[src/rtl/smram_guard_pkg.sv]
package smram_guard_pkg;

    localparam int MB_SHIFT  = 20;
    localparam int DATA_W    = 8;
    localparam logic [DATA_W-1:0] BLOCKED_FILL = 8'hFF;

    // control register bit positions
    localparam int OPEN_BIT  = 6;
    localparam int CLOSE_BIT = 5;
    localparam int LOCK_BIT  = 4;
    localparam int GEN_BIT   = 3;
    // extended register bit positions
    localparam int SEGEN_BIT = 0;
    localparam int CODE_LO   = 1;
    localparam int CODE_HI   = 2;

    typedef enum logic [1:0] {
        SZ_1MB = 2'b00,
        SZ_2MB = 2'b01,
        SZ_8MB = 2'b10,
        SZ_EXT = 2'b11
    } seg_code_e;

    typedef enum logic {
        SEL_CTRL = 1'b0,
        SEL_EXT  = 1'b1
    } cfg_sel_e;

    typedef struct packed {
        logic open;
        logic close;
        logic lock;
        logic gen;
    } ctrl_reg_t;

    typedef struct packed {
        seg_code_e code;
        logic      seg_en;
    } ext_reg_t;

    function automatic logic [DATA_W-1:0] pack_ctrl(input ctrl_reg_t c);
        logic [DATA_W-1:0] b;
        b = '0;
        b[OPEN_BIT]  = c.open;
        b[CLOSE_BIT] = c.close;
        b[LOCK_BIT]  = c.lock;
        b[GEN_BIT]   = c.gen;
        return b;
    endfunction

    function automatic logic [DATA_W-1:0] pack_ext(input ext_reg_t e);
        logic [DATA_W-1:0] b;
        b = '0;
        b[SEGEN_BIT]       = e.seg_en;
        b[CODE_HI:CODE_LO] = e.code;
        return b;
    endfunction

endpackage

[src/rtl/smram_cfg_regs.sv]
module smram_cfg_regs
    import smram_guard_pkg::*;
(
    input  logic              clk,
    input  logic              rst,
    input  logic              cfg_wr,
    input  logic              cfg_sel,
    input  logic [DATA_W-1:0] cfg_wdata,
    output logic [DATA_W-1:0] cfg_rdata,
    output ctrl_reg_t         ctrl_o,
    output ext_reg_t          ext_o
);

    ctrl_reg_t ctrl_q;
    ext_reg_t  ext_q;
    logic      wr_ctrl;
    logic      wr_ext;

    assign wr_ctrl = cfg_wr && (cfg_sel == SEL_CTRL);
    assign wr_ext  = cfg_wr && (cfg_sel == SEL_EXT);

    always_ff @(posedge clk) begin
        if (rst) begin
            ctrl_q <= '0;
            ext_q  <= '0;
        end else begin
            if (wr_ctrl) begin
                ctrl_q.close <= cfg_wdata[CLOSE_BIT];
                if (!ctrl_q.lock) begin
                    ctrl_q.lock <= cfg_wdata[LOCK_BIT];
                    ctrl_q.open <= cfg_wdata[OPEN_BIT] & ~cfg_wdata[LOCK_BIT];
                    ctrl_q.gen  <= cfg_wdata[GEN_BIT];
                end
            end
            if (wr_ext && !ctrl_q.lock) begin
                ext_q.seg_en <= cfg_wdata[SEGEN_BIT];
                ext_q.code   <= seg_code_e'(cfg_wdata[CODE_HI:CODE_LO]);
            end
        end
    end

    assign cfg_rdata = (cfg_sel == SEL_CTRL) ? pack_ctrl(ctrl_q) : pack_ext(ext_q);
    assign ctrl_o    = ctrl_q;
    assign ext_o     = ext_q;


    lock_clears_open_chk: assert property (@(posedge clk) disable iff (rst)
        (wr_ctrl && cfg_wdata[LOCK_BIT]) |=> (ctrl_q.lock && !ctrl_q.open));


    lock_sticky_chk: assert property (@(posedge clk) disable iff (rst)
        ctrl_q.lock |=> (ctrl_q.lock && !ctrl_q.open));


    locked_frozen_chk: assert property (@(posedge clk) disable iff (rst)
        ctrl_q.lock |=> ($stable(ext_q) && $stable(ctrl_q.gen)));

endmodule

[src/rtl/smram_seg_window.sv]
module smram_seg_window
    import smram_guard_pkg::*;
#(
    parameter int ADDR_W = 32
) (
    input  logic [ADDR_W-MB_SHIFT-1:0] ram_mb,
    input  logic [ADDR_W-MB_SHIFT-1:0] ext_mb,
    input  seg_code_e                  code,
    input  logic [ADDR_W-1:0]          addr,
    output logic                       hit
);

    localparam int MB_W = ADDR_W - MB_SHIFT;

    logic [MB_W-1:0] seg_mb;
    logic [MB_W-1:0] base_mb;
    logic [MB_W-1:0] addr_mb;

    always_comb begin
        unique case (code)
            SZ_1MB:  seg_mb = MB_W'(1);
            SZ_2MB:  seg_mb = MB_W'(2);
            SZ_8MB:  seg_mb = MB_W'(8);
            default: seg_mb = ext_mb;
        endcase
    end

    // a segment larger than RAM is clamped to start at zero
    assign base_mb = (seg_mb > ram_mb) ? '0 : (ram_mb - seg_mb);
    assign addr_mb = addr[ADDR_W-1:MB_SHIFT];
    assign hit     = (addr_mb >= base_mb) && (addr_mb < ram_mb);

endmodule

[src/rtl/smram_access_gate.sv]
module smram_access_gate
    import smram_guard_pkg::*;
#(
    parameter int ADDR_W = 32
) (
    input  logic              clk,
    input  logic              rst,
    input  ctrl_reg_t         ctrl,
    input  ext_reg_t          ext,
    input  logic              in_seg,
    input  logic              cpu_req,
    input  logic              cpu_we,
    input  logic              cpu_smm,
    input  logic [ADDR_W-1:0] cpu_addr,
    input  logic [DATA_W-1:0] cpu_wdata,
    output logic [DATA_W-1:0] cpu_rdata,
    output logic              dram_req,
    output logic              dram_we,
    output logic [ADDR_W-1:0] dram_addr,
    output logic [DATA_W-1:0] dram_wdata,
    input  logic [DATA_W-1:0] dram_rdata
);

    logic guard_armed;
    logic blocked;

    assign guard_armed = ext.seg_en && ctrl.gen && !ctrl.open;
    assign blocked     = cpu_req && in_seg && guard_armed && !cpu_smm;

    assign dram_req   = cpu_req && !blocked;
    assign dram_we    = cpu_we && dram_req;
    assign dram_addr  = cpu_addr;
    assign dram_wdata = cpu_wdata;
    assign cpu_rdata  = blocked ? BLOCKED_FILL : dram_rdata;


    stopped_read_fill_chk: assert property (@(posedge clk) disable iff (rst)
        (cpu_req && !cpu_we && !dram_req) |-> (cpu_rdata == BLOCKED_FILL));


    outside_passes_chk: assert property (@(posedge clk) disable iff (rst)
        (cpu_req && !in_seg) |-> dram_req);


    smm_passes_chk: assert property (@(posedge clk) disable iff (rst)
        (cpu_req && cpu_smm) |-> (dram_req && (dram_we == cpu_we)));


    no_stray_write_chk: assert property (@(posedge clk) disable iff (rst)
        dram_we |-> (cpu_req && cpu_we));

endmodule

[src/rtl/smram_guard.sv]
module smram_guard
    import smram_guard_pkg::*;
#(
    parameter int ADDR_W = 32
) (
    input  logic                       clk,
    input  logic                       rst,
    input  logic                       cfg_wr,
    input  logic                       cfg_sel,
    input  logic [DATA_W-1:0]          cfg_wdata,
    output logic [DATA_W-1:0]          cfg_rdata,
    input  logic [ADDR_W-MB_SHIFT-1:0] ram_mb,
    input  logic [ADDR_W-MB_SHIFT-1:0] ext_mb,
    input  logic                       cpu_req,
    input  logic                       cpu_we,
    input  logic                       cpu_smm,
    input  logic [ADDR_W-1:0]          cpu_addr,
    input  logic [DATA_W-1:0]          cpu_wdata,
    output logic [DATA_W-1:0]          cpu_rdata,
    output logic                       dram_req,
    output logic                       dram_we,
    output logic [ADDR_W-1:0]          dram_addr,
    output logic [DATA_W-1:0]          dram_wdata,
    input  logic [DATA_W-1:0]          dram_rdata
);

    ctrl_reg_t ctrl;
    ext_reg_t  ext;
    logic      in_seg;

    smram_cfg_regs u_regs (
        .clk       (clk),
        .rst       (rst),
        .cfg_wr    (cfg_wr),
        .cfg_sel   (cfg_sel),
        .cfg_wdata (cfg_wdata),
        .cfg_rdata (cfg_rdata),
        .ctrl_o    (ctrl),
        .ext_o     (ext)
    );

    smram_seg_window #(.ADDR_W(ADDR_W)) u_window (
        .ram_mb (ram_mb),
        .ext_mb (ext_mb),
        .code   (ext.code),
        .addr   (cpu_addr),
        .hit    (in_seg)
    );

    smram_access_gate #(.ADDR_W(ADDR_W)) u_gate (
        .clk        (clk),
        .rst        (rst),
        .ctrl       (ctrl),
        .ext        (ext),
        .in_seg     (in_seg),
        .cpu_req    (cpu_req),
        .cpu_we     (cpu_we),
        .cpu_smm    (cpu_smm),
        .cpu_addr   (cpu_addr),
        .cpu_wdata  (cpu_wdata),
        .cpu_rdata  (cpu_rdata),
        .dram_req   (dram_req),
        .dram_we    (dram_we),
        .dram_addr  (dram_addr),
        .dram_wdata (dram_wdata),
        .dram_rdata (dram_rdata)
    );


    reset_unlocks_chk: assert property (@(posedge clk)
        rst |=> (cfg_sel != SEL_CTRL || cfg_rdata == 8'h00));

endmodule

[config.mk]
export PLATFORM = sky130hd
export DESIGN_NAME = smram_guard
export DESIGN_NICKNAME = d
export VERILOG_FILES = /design/src/rtl/smram_guard_pkg.sv /design/src/rtl/smram_cfg_regs.sv /design/src/rtl/smram_seg_window.sv /design/src/rtl/smram_access_gate.sv /design/src/rtl/smram_guard.sv
export SDC_FILE = /design/constraint.sdc
export NUM_CORES = 1
export LEC_CHECK = 0
export ABC_AREA = 1
export BUFFER_PORTS_ARGS = -buffer_cell sky130_fd_sc_hd__buf_4
export CORE_AREA = 5 5 82 84
export DETAILED_ROUTE_END_ITERATION = 10
export DIE_AREA = 0 0 87 89
export PLACE_DENSITY = 0.81
export SYNTH_ARGS = -nofsm -noshare
export SYNTH_HDL_FRONTEND = slang
export SYNTH_HIERARCHICAL = 1
export SYNTH_SLANG_ARGS = --single-unit
[constraint.sdc]
create_clock -name clk -period 4 [get_ports clk]
set_clock_uncertainty 0.1 [all_clocks]
set_input_delay 0 -clock clk [delete_from_list [all_inputs] [get_ports clk]]
set_output_delay 0 -clock clk [all_outputs]
set_load 0.005 [all_outputs]
==> key figures <==
Finish
  – Diodes inserted: 0
  – Share of cells above drive strength 1: 0.2706
  – Util after Layout: 0.5287
  – Nets: 588
  – Synth-to-Final Area Change: 36.42%

Floorplanning
  – Num rows: 28
  – Die Y: 89 µm
  – Die width: 87 µm
  – Core area: around 5900 µm²
  – Initial core utilization: 0.3875
  – Die area: 7743 µm²
  – Ports: ~150

Synth
  – Most common cell in the netlist: nand2_1
  – Dominant cell type by area after synthesis: ha_1
  – Post-synth ARST share: 0
  – Yosys cell types: 32
  – Post-synthesis register bit count: 7
  – Synth top area share: 0.2042
  – Synth Area in Compound Gates: 0.06015
  – Ys Warns: 6
  – Most used DFF post-synth: dfxtp_1
  – Post-synthesis mux area share: 0
  – Synth Area in Adders: 0.2130
  – Synth Area in Simple Gates: 0.3780
  – Number of synthesized flops with an enable pin: 0
  – Sequential cell area fraction in the yosys report: 0.06181
  – Main combinational cell family by area after synthesis: simple AND/OR/NAND/NOR gates
  – Most frequent cells after synthesis: 110 x nand2_1, 65 x inv_1, 41 x buf_4, 39 x nor2_1, 37 x ha_1
  – Synth top area cells: ha_1 20%, nand2_1 18%, buf_4 14%
  – Post-Synthesis Cells: ~380
  – Post-Synth XOR/XNOR Area: 0.01545
  – Post-Syn Nets: about 500
  – Syn_area_per_cell: ~6.0 µm²
  – Mapped Area: between 2000 and 2500 µm²

Worst hold path
  – Hold Path End: u_regs/ctrl_o[3]
  – Hold depth: 5
  – Hold/Removal Path Class: in2reg
  – Hold Crit Start: cfg_wdata[6]

Setup path
  – Endpoint type of the worst setup path: output pin
  – Crit-path max FO: 12
  – FF-to-FF End: u_regs/ctrl_o[1]
  – Most used cell, CP: nand2_1
  – Slowest stage cell, crit path: dfxtp_1
  – WP data arrival: 3510 ps
  – RR Startpoint: u_regs/ctrl_o[1]
  – Critical path required time: just under 4000 ps
  – FF-to-FF path depth: 3
  – Delay-heaviest family, CP: simple AND/OR/NAND/NOR gates
  – WP buf/inv: 6
  – R2r setup slk: between 2000 and 3000 ps
  – Crit Path Class: reg2out
  – Max stage delay on crit path: ~330 ps
  – Startpoint Class: flip-flop

Clock tree
  – Clk buf depth: 2
  – Clock Root Buffer: clkbuf_8
  – Post-CTS Repair Setup Buffers: 0
  – CTS Buf Count: 3
  – CTS tree: done
  – Reg clk slew, reported paths: approximately 40 ps
  – Max H-tree Level: 1
  – Worst-Skew Late Latency: 230 ps
  – TritonCTS sink count: 7

GRT
  – Antenna violations before repair: 0
  – Largest net degree at the start of global routing: 13
  – First-pass GRT wire length: ~9500 µm
  – Total GRT Usage: 0.1450
  – Overflow after GRT: 0
  – Vias in the first global route: between 2000 and 2500

Placement
  – Final HPWL DP: 4920 µm
  – IO buf count: 86
  – GP Congestion: 0.8845

Route
  – Post-Route WL: 6062 µm
  – DRC: 0
  – DR vias: ~2400
  – Drt pass-1 iters: 4
  – Per-cell routed wire length: between 10 and 15 µm
  – DRT antenna net count: 0
  – Via density per instance: 4.551
  – Initial DRC count: 71

Outcome
  – Status: finished clean

Timing
  – TNS Setup: 0 ps
  – Setup violations, final: 0
  – Final Slew Violations: 0
  – RSZ-0062 raised after global routing: false
  – Final Hold Fails: 0
  – Tmin final: approximately 3600 ps
  – Tcrit/Tclk final: 0.9021
  – Fmax: 277.1 MHz

Power
  – Worst vdd ir: 0.0001561 V
  – PD cells: between 150 and 200 nW/µm²
  – Pleak: approximately 1.8 nW

Job
  – Total of max-cap violations: 0
[worst min-delay path, stage by stage]
cell    delay [ps]
buf_4           70
inv_1           30
nor2_1          80
nor2_1          50
nor2_1          80
[state kept, by name, indices dropped and copies added (netlist names)]
signal,cells
u_regs/ext_o,3
u_regs/ctrl_o,4
[cell families after synthesis]
| kind of cell | after synthesis |
|---|---|
| simple gates | 190 |
| buf+inv | 115 |
| fa+ha+maj | 38 |
| compound gates | 23 |
| flops | 7 |
| xor+xnor | 4 |
| other cells | 1 |
[per-layer routing]
layer  track usage  part of all wire  vias to the layer above  routed length, µm
li1              -                 -                     1277                  -
met1        0.1687              0.39                     1068               2360
met2        0.2733              0.51                       95               3092
met3       0.02765             0.092                        4                558
met4       0.03258            0.0082                        0                 50
met5             0                 0                        -                  0
[metrics by stage]
| step | hold slack, ps | instance area [µm²] | setup WS [ps] | instances | power [mW] |
|---|---|---|---|---|---|
| after detailed placement | -99.97 | 2675 | 593.4 | 497 | 0.3678 |
| after global routing | 76.09 | 3093 | 10.78 | 537 | 0.5566 |
| final | 31.40 | 3093 | 391.5 | 537 | 0.5044 |
| after global placement | -99.97 | 2675 | 691.1 | 497 | 0.3592 |
| after CTS | 20.47 | 3080 | 332.0 | 537 | 0.5051 |
| after floorplan | -37.56 | 2267 | 924.6 | 378 | 0.2948 |
[worst max-delay path by stage]
stage,startpoint,endpoint,depth (start not counted)
after global placement,u_regs/ext_o[1],dram_we,27
after detailed placement,u_regs/ext_o[1],dram_req,28
after CTS,u_regs/ext_o[1],dram_req,28
final,u_regs/ext_o[2],dram_req,28
after global routing,u_regs/ext_o[2],dram_req,28
after floorplan,u_regs/ext_o[1],dram_we,28
[layout make-up]
class	count	area, µm²
tap	75	93.84
sequential	7	141.4
timing repair buffer	123	1013
clock buffer	4	45.04
fill	571	2758
multi-input combinational	256	1526
inverter	72	272.8
[what timing repair did]
| action | CTS | global route |
|---|---|---|
| hold buffers | 36 | 0 |
| endpoints found under the hold margin | 35 | 0 |
| resized for setup | 0 | 3 |
| endpoints found under the setup margin | 0 | 10 |
[cells in the final DEF (no fill, tap or decap), types with 2 or more instances in the layout]
| cell | n |
|---|---|
| a21o_1 | 2 |
| a21oi_1 | 10 |
| nor2_1 | 39 |
| nand2_2 | 11 |
| nand3_4 | 2 |
| inv_1 | 65 |
| nand2_1 | 110 |
| dlygate4sd3_1 | 36 |
| nand3_2 | 6 |
| o21bai_1 | 2 |
| a21oi_2 | 3 |
| dfxtp_1 | 6 |
| nor2_2 | 3 |
| nand3_1 | 9 |
| nand4_1 | 5 |
| buf_4 | 87 |
| o21ai_0 | 4 |
| ha_1 | 37 |
| o21ai_1 | 2 |
| inv_2 | 5 |
| clkbuf_8 | 3 |
| xor2_1 | 3 |
[where the power goes]
part | switching (mW) | internal [mW]
logic | 0.162 | 0.162
clock network | 0.0331 | 0.0692
registers | 0.00348 | 0.0751
No activity file was read; power rests on OpenSTA's default activity.
